$ cat src/rtl/charbuf_pkg.sv
// Shared constants and helpers for the display line buffer.
// Assumes the window size is a power of two so index arithmetic wraps by truncation.
package charbuf_pkg;

    localparam logic [7:0] BLANK_CHAR = 8'h20;

    // True when sz is a nonzero power of two no larger than maxb.
    function automatic logic size_legal(input logic [15:0] sz, input int unsigned maxb);
        return (sz != 16'd0) && ((sz & (sz - 16'd1)) == 16'd0) && (32'(sz) <= maxb);
    endfunction

endpackage

$ cat src/rtl/charbuf_lane_map.sv
// Steers write bytes onto buffer entries with modulo wraparound.
// For each entry i it finds the access byte k = (i - offset) mod N and enables the
// entry when k is below the access byte count. Assumes N is a power of two.
module charbuf_lane_map #(
    parameter int NBYTES = 8,
    parameter int BYTE_W = 8,
    localparam int IDX_W = $clog2(NBYTES),
    localparam int SZ_W  = IDX_W + 1
) (
    input  logic [IDX_W-1:0]         offset,
    input  logic [SZ_W-1:0]          count,
    input  logic [NBYTES*BYTE_W-1:0] wdata,
    output logic [NBYTES-1:0]        wen,
    output logic [NBYTES*BYTE_W-1:0] wbytes
);

    for (genvar i = 0; i < NBYTES; i++) begin : g_entry
        logic [IDX_W-1:0] k;
        // Locate the access byte that targets entry i.
        always_comb begin
            k = IDX_W'(i) - offset;
            wen[i] = ({1'b0, k} < count);
            wbytes[i*BYTE_W +: BYTE_W] = wdata[k*BYTE_W +: BYTE_W];
        end
    end

endmodule

$ cat src/rtl/charbuf_read_mux.sv
// Gathers read bytes from the buffer starting at an offset, wrapping modulo N.
// Lanes at or above the byte count, and all lanes when no read is requested, are zero.
module charbuf_read_mux #(
    parameter int NBYTES = 8,
    parameter int BYTE_W = 8,
    localparam int IDX_W = $clog2(NBYTES),
    localparam int SZ_W  = IDX_W + 1
) (
    input  logic                     rd,
    input  logic [IDX_W-1:0]         offset,
    input  logic [SZ_W-1:0]          count,
    input  logic [NBYTES*BYTE_W-1:0] line,
    output logic [NBYTES*BYTE_W-1:0] rdata
);

    for (genvar k = 0; k < NBYTES; k++) begin : g_lane
        logic [IDX_W-1:0] idx;
        // Select the entry for lane k or force zero.
        always_comb begin
            idx = offset + IDX_W'(k);
            if (rd && (SZ_W'(k) < count))
                rdata[k*BYTE_W +: BYTE_W] = line[idx*BYTE_W +: BYTE_W];
            else
                rdata[k*BYTE_W +: BYTE_W] = '0;
        end
    end

endmodule

$ cat src/rtl/charbuf_link_init.sv
// One-shot blank-line request on the first display connect event after reset.
// Assumes link_evt is a single-cycle event pulse synchronous to clk.
module charbuf_link_init (
    input  logic clk,
    input  logic rst_n,
    input  logic link_evt,
    output logic blank_pulse,
    output logic init_done
);

    // Raise the blank strobe once and latch the initialised flag.
    always_ff @(posedge clk) begin
        if (!rst_n) begin
            blank_pulse <= 1'b0;
            init_done   <= 1'b0;
        end else begin
            blank_pulse <= link_evt && !init_done;
            if (link_evt)
                init_done <= 1'b1;
        end
    end

endmodule

$ cat src/rtl/charbuf_top.sv
// Eight-character display line buffer with a byte-addressed bus port.
// Legal writes update wrapped entries and fire a refresh strobe in the next cycle.
// Reads are combinational. Assumes NBYTES is a power of two.
module charbuf_top #(
    parameter int NBYTES = 8,
    parameter int BYTE_W = 8,
    localparam int IDX_W = $clog2(NBYTES),
    localparam int SZ_W  = IDX_W + 1,
    localparam int DW    = NBYTES * BYTE_W
) (
    input  logic             clk,
    input  logic             rst_n,
    input  logic             bus_wr,
    input  logic             bus_rd,
    input  logic [IDX_W-1:0] bus_offset,
    input  logic [SZ_W-1:0]  bus_size,
    input  logic [DW-1:0]    bus_wdata,
    output logic [DW-1:0]    bus_rdata,
    input  logic             link_evt,
    output logic [DW-1:0]    line_out,
    output logic             refresh_pulse,
    output logic             blank_pulse,
    output logic             init_done
);
    import charbuf_pkg::*;

    logic            size_ok;
    logic [SZ_W-1:0] count;
    logic [NBYTES-1:0] wen;
    logic [DW-1:0]   wbytes;
    logic [DW-1:0]   line_q;

    // Reduce illegal sizes to a zero byte count.
    always_comb begin
        size_ok = size_legal(16'(bus_size), NBYTES);
        count   = size_ok ? bus_size : '0;
    end

    charbuf_lane_map #(.NBYTES(NBYTES), .BYTE_W(BYTE_W)) u_map (
        .offset (bus_offset),
        .count  (count),
        .wdata  (bus_wdata),
        .wen    (wen),
        .wbytes (wbytes)
    );

    for (genvar i = 0; i < NBYTES; i++) begin : g_store
        // Hold entry i, reset to a space, load on its write enable.
        always_ff @(posedge clk) begin
            if (!rst_n)
                line_q[i*BYTE_W +: BYTE_W] <= BYTE_W'(BLANK_CHAR);
            else if (bus_wr && wen[i])
                line_q[i*BYTE_W +: BYTE_W] <= wbytes[i*BYTE_W +: BYTE_W];
        end
    end

    // Fire the redraw strobe after every legal write.
    always_ff @(posedge clk) begin
        if (!rst_n)
            refresh_pulse <= 1'b0;
        else
            refresh_pulse <= bus_wr && size_ok;
    end

    charbuf_read_mux #(.NBYTES(NBYTES), .BYTE_W(BYTE_W)) u_rd (
        .rd     (bus_rd),
        .offset (bus_offset),
        .count  (count),
        .line   (line_q),
        .rdata  (bus_rdata)
    );

    charbuf_link_init u_link (
        .clk         (clk),
        .rst_n       (rst_n),
        .link_evt    (link_evt),
        .blank_pulse (blank_pulse),
        .init_done   (init_done)
    );

    assign line_out = line_q;

endmodule

$ cat config.mk
export PLATFORM = sky130hd
export DESIGN_NAME = charbuf_top
export DESIGN_NICKNAME = d
export VERILOG_FILES = /design/src/rtl/charbuf_pkg.sv /design/src/rtl/charbuf_lane_map.sv /design/src/rtl/charbuf_read_mux.sv /design/src/rtl/charbuf_link_init.sv /design/src/rtl/charbuf_top.sv
export SDC_FILE = /design/constraint.sdc
export NUM_CORES = 1
export LEC_CHECK = 0
export BUFFER_PORTS_ARGS = -buffer_cell sky130_fd_sc_hd__buf_2
export CAP_MARGIN = 0
export CORE_MARGIN = 10
export CORE_UTILIZATION = 45
export CTS_CLUSTER_SIZE = 8
export DETAILED_ROUTE_END_ITERATION = 16
export PLACE_DENSITY = 0.73
export SYNTH_ARGS = -nofsm -noshare
export SYNTH_HDL_FRONTEND = slang
export SYNTH_SLANG_ARGS = --single-unit
$ cat constraint.sdc
create_clock -name clk -period 9.6 [get_ports clk]
set_input_delay 0.96 -clock clk [delete_from_list [all_inputs] [get_ports clk]]
set_output_delay 0.96 -clock clk [all_outputs]
set_load 0.01 [all_outputs]
Word-level counts from Yosys, hierarchy flattened
Cells that the tools add are included.
{ "word_totals": {"regBits": 67, "output_inout_bits": 131, "word_cells": 93} }
{ "classes": {"n_addsub": 16, "order_cmp": 17, "n_shift": 16, "n_mux": 9, "n_bitwise": 1, "n_reduce_logical": 23} }
{ "ops": {"columns": ["cell", "count"], "rows": [
  ["indexed part select 64 x 7 -> 8 bit", 16],
  ["2-to-1 mux 8 bit", 8],
  ["less-than comparator 3 x 4 -> 1 bit", 8],
  ["logical AND 1 bit", 20],
  ["bitwise AND 4 x 16 -> 16 bit", 1],
  ["zero test 16 bit", 1],
  ["less-than comparator 3 x 4 -> 1 bit, first input constant", 4],
  ["adder 3 bit, second input constant", 4],
  ["subtractor 3 bit, first input constant", 4],
  ["less-than comparator 1 x 4 -> 1 bit, first input constant", 2],
  ["less-than comparator 2 x 4 -> 1 bit, first input constant", 2],
  ["adder 3 x 2 -> 3 bit, second input constant", 2],
  ["subtractor 1 x 3 -> 3 bit, first input constant", 2],
  ["subtractor 2 x 3 -> 3 bit, first input constant", 2],
  ["subtractor 4 x 1 -> 5 bit, second input constant", 1],
  ["<= comparator 4 bit, second input constant", 1],
  ["2-to-1 mux 4 bit", 1],
  ["nonzero test 4 bit", 1],
  ["adder 3 x 1 -> 3 bit, second input constant", 1],
  ["zero test 1 bit", 1]
]} }

Depth between registers and ports, before layout
Gate-level depths: netlist of run 1.
{ "depth": {"depth_word": 9, "ltp_mapped": 15} }

Cells and area by module
From an unflattened synthesis of run 1, not the netlist that was laid out.
{ "unflattened": {"cells_unflattened": 915, "area_unflattened_um2": 8503.2} }
{ "modules_own_cells": {"columns": ["mod", "instances", "cells_per_inst", "area_each_um2", "seq_area_each_um2"], "rows": [
  ["charbuf_read_mux", 1, 286, 3039.2, 0.0],
  ["charbuf_lane_map", 1, 330, 2827.7, 0.0],
  ["charbuf_top", 1, 295, 2580.0, 1301.2],
  ["charbuf_link_init", 1, 4, 56.3, 40.0]
]} }

Worst setup path after synthesis of run 1
No wires, ideal clock.
{ "synth_timing": {"kind": "input port to output port", "from": "input port bus_offset[1]", "to": "output port bus_rdata[56]", "arrival_time_ns": 3.441, "slack_ns": 5.199, "path_stages": 12, "path_buffers": 7, "path_cell_list": "buf_2 -> buf_4 -> buf_2 -> buf_2 -> inv_1 -> ha_1 -> buf_2 -> buf_2 -> buf_2 -> mux4_2 -> nand2_1 -> a21oi_1"} }
{ "synth_via": {"elab_chain_cells": 3} }
{ "synth_rtl": {"columns": ["element", "line", "rtl"], "rows": [
  ["start, declared", "charbuf_top.sv:15", "input logic [IDX_W-1:0] bus_offset,"],
  ["adder 3 bit", "charbuf_read_mux.sv:20", "idx = offset + IDX_W'(k);"],
  ["indexed part select 64 x 7 -> 8 bit", "charbuf_read_mux.sv:22", "rdata[k*BYTE_W +: BYTE_W] = line[idx*BYTE_W +: BYTE_W];"],
  ["2-to-1 mux 8 bit", "charbuf_read_mux.sv:21", "if (rd && (SZ_W'(k) < count))"],
  ["end, declared", "charbuf_top.sv:18", "output logic [DW-1:0] bus_rdata,"]
]} }
No other way between the ends.

Worst setup path in the final report of run 1
{ "layout_timing": {"from": "input port bus_offset[1]", "to": "output port bus_rdata[61]"} }
Same word-level chain as after synthesis.

==> summary.txt, run 1 <==
Critical path
  – CP Class: in -> out
  – Depth of the worst register-to-register path: 2
  – Crit start category: input port
  – RR Startpoint: line_out[21]$_SDFFE_PN1P_
  – Req. time, crit path: between 8 and 9 ns
  – Worst Path Arrival: about 4.2 ns
  – CP endpoint: bus_rdata[61]
  – Element type at the critical path end: primary output
  – Crit Path Max Fanout: 38
  – Critical path startpoint: bus_offset[1]
  – Reg2reg end: line_out[21]$_SDFFE_PN1P_
  – R2R setup slack: 8.45 ns

Drt
  – M1 wire length: ~13000 um
  – Via count: approximately 8.4k
  – TritonRoute pass-1 iters: 5
  – Post-route ant nets: 0
  – Final WL: between 30000 and 40000 um
  – Drt initial violations: 1029
  – Met3 Wirelength: between 4000 and 5000 um
  – Top sig layer: met4
  – Metal2 WL: 13100 um
  – WL/cell: approximately 25 um
  – Vias per cell: approximately 7
  – DRC violations left: 0

Floorplan
  – Die area: about 25000 um2
  – Core Region: between 15000 and 20000 um2
  – Cell Rows: slightly below 50
  – Die H: roughly 160 um
  – Total I/O pin count: 207
  – Initial Util: 0.463
  – DIE WIDTH: 157 um

Cells and area
  – Area Overhead vs Synth: 15.3%
  – Fin cells: around 1.2k
  – Nets: between 1k and 1.5k
  – Share of cells above drive strength 1: 0.400
  – # diodes: 0
  – Fill count: 1650

Synthesis
  – Yosys warnings: 0
  – Post-synth top area share: 0.348
  – Synth area leader: mux4_2
  – Async S/R FF share, synth: 0
  – Synth cell types: 48
  – Post-Syn Nets: about 940
  – Top post-synthesis cells by area: mux4_2, dfxtp_1, nand2_1, mux2i_1, a21oi_1
  – Netlist Area Pre-Place: around 8400 um2
  – Post-synth EDFFs: 0
  – Mean Syn Cell Area: 9.93 um2
  – Register bit total from synthesis: 67
  – Post-synthesis sequential area ratio: 0.160
  – Top_reg_cell synth: dfxtp_1
  – Synth Instances: approximately 850

Status
  – Outcome: finished, final reports clean

Clock tree
  – TritonCTS Buffers: 9
  – Insertion delay to the later sink of the worst-skew pair: approximately 0.34 ns
  – CTS Buffer Depth: 2
  – Postcts setup bufs: 0
  – Clock transition at path regs: approximately 0.060 ns
  – H-Tree Depth: 3
  – CTS tree: built
  – Post-cts sizing count: 0
  – Clock sinks: 67
  – Hold buffer count at CTS: 0
  – Root buffer cell: clkbuf_16

Placement
  – DP Wirelength: 22600 um
  – Port buffer count: 206
  – Placed Cells: approximately 1.2k
  – Gp weighted congestion: about 0.88

Global routing
  – Global-route wire length before repair: 46800 um
  – Initial antenna violation count: 0
  – GRT Util Overall: 0.238
  – Vias in the first global route: between 7k and 8k
  – Overflow left after global routing: 0
  – Pin count of the biggest net entering global routing: 80

Timing
  – Max Clk Rate: 194 MHz
  – Headroom to the max-slew limit: 0.195
  – Unrepaired setup endpoints after global routing: false
  – Min cycle time layout: just over 5 ns
  – Layout Skew: 0.000189 ns
  – Slew @ Worst Pin: between 1 and 1.5 ns
  – Final Max Tran Viols: 0
  – Total Neg Setup Slack: 0 ns
  – Fin. Hold Viols: 0
  – Endpoints failing setup: 0
  – Final Cycle Share: 0.536

Job
  – Max-capacitance violation count: 0

Power
  – Peak VDD IR: around 0.091 mV
  – Pwr Density: roughly 120 nW/um2
  – Leakage: ~4.1 nW

Min path
  – Worst min path class: reg -> reg
layout by cell type (no fill, tap or decap), types with 13 or more instances in the layout:
| cell type | count |
|---|---|
| a211oi_2 | 14 |
| a21oi_1 | 80 |
| a22oi_1 | 14 |
| buf_2 | 203 |
| dfxtp_1 | 67 |
| ha_1 | 13 |
| mux2i_1 | 64 |
| mux4_2 | 130 |
| nand2_1 | 208 |
| o2111ai_1 | 32 |
| o211a_1 | 29 |
| o211ai_1 | 14 |
| o21ai_0 | 15 |
sequential cells by signal, indices dropped and copies added (netlist names):
register and cells:
line_out 64, refresh_pulse 1, u_link.blank_pulse 1, u_link.init_done 1
per-layer routing:
layer,up-vias,GRT usage
li1,3636,-
met3,33,0.0647
met2,589,0.345
met5,-,0
met4,0,0.0508
met1,4119,0.346
worst max-delay path, cell delays in order:
cell and delay, ns:
buf_4 0.44, buf_4 0.60, inv_1 0.14, ha_2 0.22
xor2_2 0.17, buf_4 0.31, inv_1 0.81, nand2_1 0.11
a21oi_1 0.21, buf_2 0.19
cell type report:
cell class	count	area [um2]	share of cell area
clock buffers	10	229	0.0236
clock inverters	6	65.1	0.00671
inverters	11	41.3	0.00426
multi-input cells	681	6630	0.683
flip-flops and latches	67	1340	0.138
well taps	229	287	0.0295
repair buffers	215	1110	0.114
where the power goes:
group | internal (W) | switching, W
logic | 0.000224 | 0.000274
clock network | 0.000201 | 0.000128
registers | 0.000306 | 0.0000564
total | 0.000732 | 0.000459
Yosys cell counts, types with 2 or more instances:
library cell	n
a211oi_2	14
a21oi_1	80
a22oi_1	14
a311oi_1	2
and2_1	2
and3_1	5
and3b_1	2
buf_1	4
buf_2	31
buf_4	7
buf_6	4
clkbuf_1	41
dfxtp_1	67
ha_1	14
inv_1	9
mux2i_1	64
mux4_2	130
nand2_1	208
nor2_1	10
o2111ai_1	32
o2111ai_4	2
o211a_1	29
o211ai_1	14
o21a_2	4
o21ai_0	15
o21ai_2	2
o221ai_4	4
o311a_1	4
or3_1	8
or4_1	4
or4b_1	2
xor2_1	3
metrics by stage:
| step | power, W | area (um2) | setup slack [ns] | hold slack, ns | utilization |
|---|---|---|---|---|---|
| after global routing | 0.00125 | 9700 | 4.12 | 0.462 | 0.534 |
| after detailed placement | 0.000857 | 9410 | 4.40 | 0.424 | 0.518 |
| final | 0.00119 | 9700 | 4.45 | 0.436 | 0.534 |
| after floorplan | 0.000701 | 8410 | 5.20 | 0.454 | - |
| after global placement | 0.000846 | 9410 | 4.49 | 0.418 | 0.518 |
| after CTS | 0.00118 | 9700 | 4.43 | 0.432 | 0.534 |
how the worst min path moves through the flow:
stage | start | end | slack (ns) | cells past startpoint
3_3_place_gp | u_link.init_done$_SDFFE_PN0P_ | u_link.blank_pulse$_SDFF_PN0_ | 0.42 | 1
5_1_grt | u_link.init_done$_SDFFE_PN0P_ | u_link.blank_pulse$_SDFF_PN0_ | 0.46 | 1
6_report | u_link.init_done$_SDFFE_PN0P_ | u_link.blank_pulse$_SDFF_PN0_ | 0.44 | 1
3_5_place_dp | u_link.init_done$_SDFFE_PN0P_ | u_link.blank_pulse$_SDFF_PN0_ | 0.42 | 1
2_1_floorplan | u_link.init_done$_SDFFE_PN0P_ | u_link.blank_pulse$_SDFF_PN0_ | 0.45 | 1
4_1_cts | u_link.init_done$_SDFFE_PN0P_ | u_link.blank_pulse$_SDFF_PN0_ | 0.43 | 1
logic make-up (layout without fill, tap and decap cells):
group / Yosys count / count (layout) / share of synthesized area
simple gates: 249 / 249 / 0.124
compound gates: 220 / 220 / 0.211
mux: 194 / 194 / 0.424
buf+inv: 99 / 242 / 0.0556
flops: 67 / 67 / 0.160
fa+ha+maj: 14 / 14 / 0.0208
xor+xnor: 4 / 4 / 0.00506
Power figures use the tool's default switching activity.
==> run 2, diff against run 1 <==
- clock period: 9.6 -> 5.33 ns (I/O delays scaled with it)
==> run 2 against run 1 <==
Global-route usage up 0.058 points. Sequential cell count is the same. Setup slack worse by 3.1 ns. Non-clock buffer count is 5 higher. Clock skew about the same. Clock-buffer cell count increased by 1. Design area is 0.34% higher. Largest cell class unchanged.
==> summary.txt, run 2 (same netlist as run 1, synthesis figures left out) <==
Drt
  – WL/cell: ~25 um
  – TritonRoute pass-1 iters: 7
  – Final WL: ~30000 um
  – Drt initial violations: a little over 1k
  – DRC violations left: 0
  – Vias per cell: between 6 and 7
  – Post-route ant nets: 0
  – Via count: about 8.3k

Clock tree
  – Hold buffer count at CTS: 0
  – Root buffer cell: clkbuf_16
  – Insertion delay to the later sink of the worst-skew pair: approximately 0.33 ns
  – Clock transition at path regs: 0.05 ns
  – H-Tree Depth: 3
  – Clock sinks: 67
  – CTS tree: built
  – CTS Buffer Depth: 2
  – Post-cts sizing count: 0
  – Postcts setup bufs: 0
  – TritonCTS Buffers: 9

Power
  – Proportion of power drawn by flip-flops and latches: 0.304
  – P_sw: between 0.0008 and 0.0009 W
  – Pwr Density: 219 nW/um2
  – Part of the power in the clock network: 0.273
  – Sw Ratio: 0.390
  – Peak VDD IR: between 0.15 and 0.2 mV
  – Combinational share of power: 0.423
  – Leakage: roughly 4.1 nW
  – Cell Int Power: approximately 0.0013 W

Critical path
  – Highest-delay cell along the critical path: ha_2
  – Crit start category: input port
  – CP Class: in -> out
  – Critical path's largest stage delay: roughly 0.86 ns
  – Delay-heaviest family, CP: buffers and inverters
  – Crit-path cells: buf_6 -> inv_1 -> ha_2 -> buf_4 -> mux4_2 -> nand2_1 -> a21oi_1 -> buf_2
  – Crit Path Max Fanout: 70
  – Worst Path Arrival: 3.44 ns
  – Worst Path Buf+Inv: 4
  – Element type at the critical path end: primary output
  – Req. time, crit path: between 4 and 5 ns

Timing
  – Final Cycle Share: 0.745
  – Endpoints failing setup: 0
  – Headroom to the max-slew limit: 0.231
  – Final Max Tran Viols: 0
  – Max Clk Rate: between 200 and 300 MHz
  – Min cycle time layout: ~4 ns
  – Total Neg Setup Slack: 0 ns
  – Layout Skew: 0.0000645 ns
  – Fin. Hold Viols: 0
  – Unrepaired setup endpoints after global routing: false
  – Slew @ Worst Pin: 1.15 ns

Cells and area
  – Area Overhead vs Synth: 15.7%
  – Fin cells: around 1.2k
  – Share of cells above drive strength 1: 0.404
  – Commonest non-fill, non-tap cell in the layout: nand2_1
  – # diodes: 0
  – Finished Cell Area: approximately 10000 um2
  – Fill count: between 1.5k and 2k
  – Register Area: approximately 1300 um2
  – Commonest non-fill, non-tap cells in the layout: nand2_1, buf_2, mux4_2
  – Area of the multi-input gates: 6630 um2
  – Nets: around 1.1k
  – Max reg flops: 64

Placement
  – DP Wirelength: 22800 um
  – Gp weighted congestion: roughly 0.9
  – Placed Cells: ~1.2k
  – Cell Area, Placed: approximately 9400 um2
  – Port buffer count: 206

Floorplan
  – DIE WIDTH: between 150 and 200 um
  – Core Region: about 18000 um2
  – Die area: 24600 um2
  – Total I/O pin count: slightly above 200
  – Cell Rows: 49
  – Initial Util: 0.463
  – Die H: around 160 um

Global routing
  – Vias in the first global route: approximately 8k
  – Global-route wire length before repair: 47000 um
  – Initial antenna violation count: 1
  – GRT Util Overall: 0.239
  – Pin count of the biggest net entering global routing: 80
  – Overflow left after global routing: 0

Status
  – Outcome: finished, final reports clean

Job
  – Max-capacitance violation count: 0

Min path
  – Worst min path class: in -> reg
-- run 2: changes by cell type in the layout (fill, tap and decap cells not counted), sizes merged --
| cell | change |
|---|---|
| buf | +5 |
| clkinv | -2 |
| clkinvlp | +2 |
| clkbuf | +1 |
| bufinv | -1 |
-- run 2: power groups by stage --
stage / sequential, W / combinational, W / clock, W
2_1_floorplan: 0.000637 / 0.000626 / 0
3_3_place_gp: 0.000650 / 0.000874 / 0
3_5_place_dp: 0.000652 / 0.000890 / 0
4_1_cts: 0.000641 / 0.000894 / 0.000579
5_1_grt: 0.000654 / 0.000974 / 0.000599
6_report: 0.000647 / 0.000901 / 0.000582
-- run 2: final timing paths --
| path | start | to | slack, ns | depth (start not counted) |
|---|---|---|---|---|
| setup reg to reg | line_out[5]$_SDFFE_PN1P_ | line_out[5]$_SDFFE_PN1P_ | 4.15 | 2 |
| hold / removal | link_evt | u_link.init_done$_SDFFE_PN0P_ | 0.42 | 3 |
| setup / recovery | bus_offset[0] | bus_rdata[58] | 1.36 | 8 |
| hold reg to reg | u_link.init_done$_SDFFE_PN0P_ | u_link.blank_pulse$_SDFF_PN0_ | 0.43 | 1 |
-- run 2: layer usage --
metal,track usage,part of all wire,vias to the layer above
met5,0,0.00043,-
met4,0.0553,0.012,2
met3,0.0674,0.13,30
met2,0.348,0.43,570
met1,0.342,0.42,4090
li1,-,-,3648
-- run 2: worst register-to-register path, delay by kind of cell (launching register included) --
kind            cells  cell delay [ns]
flops               1             0.40
simple gates        1             0.55
compound gates      1             0.12
-- run 2: area by class of cell --
type,count,share of cell area
timing repair buffer,220,0.118
clock inverter,5,0.00373
inverter,11,0.00424
clock buffer,11,0.0260
tap,229,0.0294
multi-input combinational,681,0.681
sequential,67,0.138
-- run 2: per-stage QoR --
step / util / hold WS, ns / total power [W] / setup WS, ns
CTS: 0.536 / 0.418 / 0.00211 / 1.33
global route: 0.536 / 0.434 / 0.00223 / 1.15
floorplan: - / 0.454 / 0.00126 / 1.53
detailed placement: 0.520 / 0.425 / 0.00154 / 1.32
global placement: 0.520 / 0.422 / 0.00152 / 1.40
finish: 0.536 / 0.423 / 0.00213 / 1.36
==> run 3, diff against run 2 <==
- ABC_AREA: not set -> 1
- PLACE_DENSITY: 0.73 -> 0.77
- clock period: 5.33 -> 3.4 ns (I/O delays scaled with it)
==> run 3 against run 2 <==
Total power increased by 64%. Setup slack got worse by 0.74 ns. Via count increased by 20%. Design area decreased by 7.3%. Clock-buffer cell count decreased by 1. Core utilization decreased by 0.89 points. Routed wire length increased by 7.9%. Clock skew about the same. Sequential share of layout area increased by 1.1 points. Critical path type unchanged. Largest cell class unchanged. Largest power group unchanged.
==> summary.txt, run 3 <==
Synthesis
  – Top_reg_cell synth: dfxtp_1
  – Synth Instances: 1464
  – Synth top cells by count: nand2_1, o21ai_0, nor2_1
  – Register bit total from synthesis: 67
  – Top post-synthesis cells by area: nand2_1, dfxtp_1, o21ai_0, nor2_1, nand3_1
  – Netlist Area Pre-Place: ~8000 um2
  – Async S/R FF share, synth: 0
  – Mean Syn Cell Area: roughly 5.3 um2
  – Post-synthesis sequential area ratio: 0.172
  – Count leader, synth: nand2_1
  – Post-Syn Nets: about 1.6k
  – Yosys warnings: 0
  – Post-synth EDFFs: 0
  – Synth area leader: nand2_1
  – Post-synth top area share: 0.233
  – Synth cell types: 30

Drt
  – Vias per cell: 5.51
  – TritonRoute pass-1 iters: 7
  – Drt initial violations: 1237
  – WL/cell: 17.8 um
  – Final WL: around 32000 um
  – Via count: 10.0k
  – Post-route ant nets: 0
  – DRC violations left: 0

Power
  – Cell Int Power: roughly 0.002 W
  – Sw Ratio: 0.429
  – Proportion of power drawn by flip-flops and latches: 0.277
  – P_sw: about 0.0015 W
  – Part of the power in the clock network: 0.287
  – Peak VDD IR: between 0.2 and 0.3 mV
  – Combinational share of power: 0.436
  – Pwr Density: 387 nW/um2
  – Leakage: between 4 and 5 nW

Timing
  – Worst hold margin: ~0.20 ns
  – Final Cycle Share: 0.819
  – Final Max Tran Viols: 0
  – Max Clk Rate: ~360 MHz
  – Slew @ Worst Pin: approximately 1.0 ns
  – Headroom to the max-slew limit: 0.309
  – Fin. Hold Viols: 0
  – Unrepaired setup endpoints after global routing: false
  – Total Neg Setup Slack: 0 ns
  – Layout Skew: just over 0.00007 ns
  – Endpoints failing setup: 0
  – Min cycle time layout: roughly 2.8 ns

Cells and area
  – # diodes: 0
  – Fin cells: 1823
  – Area Overhead vs Synth: 15.9%
  – Util after Layout: 0.527
  – Commonest non-fill, non-tap cells in the layout: nand2_1, buf_2, o21ai_0
  – Finished Cell Area: 9030 um2
  – Fill count: between 1.5k and 2k
  – Commonest non-fill, non-tap cell in the layout: nand2_1
  – Max reg flops: 64
  – Nets: approximately 1.7k
  – Area of the multi-input gates: 5470 um2
  – Share of cells above drive strength 1: 0.190
  – Register Area: between 1000 and 1500 um2

Placement
  – DP Wirelength: roughly 26000 um
  – Cell Area, Placed: a little under 9000 um2
  – Gp weighted congestion: a little under 1
  – Port buffer count: approximately 210
  – Placed Cells: approximately 1.8k

Clock tree
  – Clock transition at path regs: 0.06 ns
  – CTS Buffer Depth: 2
  – TritonCTS Buffers: 9
  – H-Tree Depth: 3
  – CTS tree: built
  – Post-cts sizing count: 0
  – Hold buffer count at CTS: 0
  – Postcts setup bufs: 0
  – Insertion delay to the later sink of the worst-skew pair: 0.34 ns
  – Root buffer cell: clkbuf_16
  – Clock sinks: between 60 and 70

Floorplan
  – Die H: 152 um
  – DIE WIDTH: between 150 and 200 um
  – Initial Util: 0.455
  – Die area: ~23000 um2
  – Total I/O pin count: just over 200
  – Cell Rows: 48
  – Core Region: approximately 17000 um2

Job
  – Max-capacitance violation count: 0

Critical path
  – R2R setup slack: approximately 2.6 ns
  – Crit-path cells: buf_2 -> xnor2_2 -> inv_1 -> buf_4 -> a211oi_1 -> buf_2
  – Most frequent CP cell: buf_2
  – Highest-delay cell along the critical path: xnor2_2
  – Worst Path Arrival: approximately 2.4 ns
  – Element type at the critical path end: primary output
  – Critical path's largest stage delay: approximately 0.85 ns
  – Crit Path Max Fanout: 32
  – Crit start category: input port
  – Worst Path Buf+Inv: 4
  – CP Class: in -> out
  – Delay-heaviest family, CP: buffers and inverters
  – Req. time, crit path: just over 3 ns

Global routing
  – Initial antenna violation count: 0
  – Pin count of the biggest net entering global routing: 189
  – Vias in the first global route: 8870
  – Overflow left after global routing: 0
  – GRT Util Overall: 0.273
  – Global-route wire length before repair: a little under 50000 um

Status
  – Outcome: finished, final reports clean

Min path
  – Worst min path class: in -> reg
-- run 3: through the flow --
stage	power (W)	setup slack [ns]
after floorplan	0.00197	0.596
after CTS	0.00346	0.712
after detailed placement	0.00247	0.577
after global routing	0.00372	0.555
after global placement	0.00245	0.684
final	0.00350	0.615
-- run 3: per-layer routing --
layer / global-route usage / routed length [um]
met4: 0.107 / 1310
met2: 0.421 / 13800
met5: 0 / 0
met1: 0.358 / 13200
met3: 0.0695 / 4100
-- run 3: worst register-to-register path, stage by stage, from the launching register on --
cell and delay (ns):
dfxtp_1 0.45, inv_1 0.07, nand2_1 0.06, nand2_1 0.06, nor2_1 0.13
-- run 3: cell type report --
| cell class | count | area share |
|---|---|---|
| clock buffer | 10 | 0.0265 |
| clock inverter | 5 | 0.00859 |
| inverter | 117 | 0.0492 |
| multi-input combinational | 1176 | 0.606 |
| sequential | 67 | 0.149 |
| tap | 225 | 0.0312 |
| timing repair buffer | 223 | 0.130 |
-- run 3: cells by family (layout without fill, tap and decap cells) --
family | Yosys count | after routing | share of synthesized area
AND/OR/NAND/NOR | 887 | 887 | 0.485
AO/OA/AOI/OAI | 272 | 272 | 0.188
buffers and inverters | 221 | 355 | 0.127
flip-flops | 67 | 67 | 0.172
adder cells (fa/ha/maj) | 14 | 14 | 0.0225
XOR/XNOR | 3 | 3 | 0.00530
-- run 3: final timing paths --
check,from,end,cells past startpoint
worst min-delay path,link_evt,u_link.init_done$_SDFFE_PN0P_,3
worst max-delay path,bus_offset[2],bus_rdata[23],6
worst min register to register,u_link.init_done$_SDFFE_PN0P_,u_link.blank_pulse$_SDFF_PN0_,1
worst max register to register,line_out[59]$_SDFFE_PN0P_,line_out[59]$_SDFFE_PN0P_,4
-- run 3: power by group through the flow --
stage	Clock, W	Sequential [W]	Combinational, W
final	0.00101	0.000967	0.00152
after global routing	0.00104	0.000974	0.00170
after CTS	0.00100	0.000963	0.00150
after detailed placement	0	0.000980	0.00149
after global placement	0	0.000980	0.00147
after floorplan	0	0.000989	0.000979
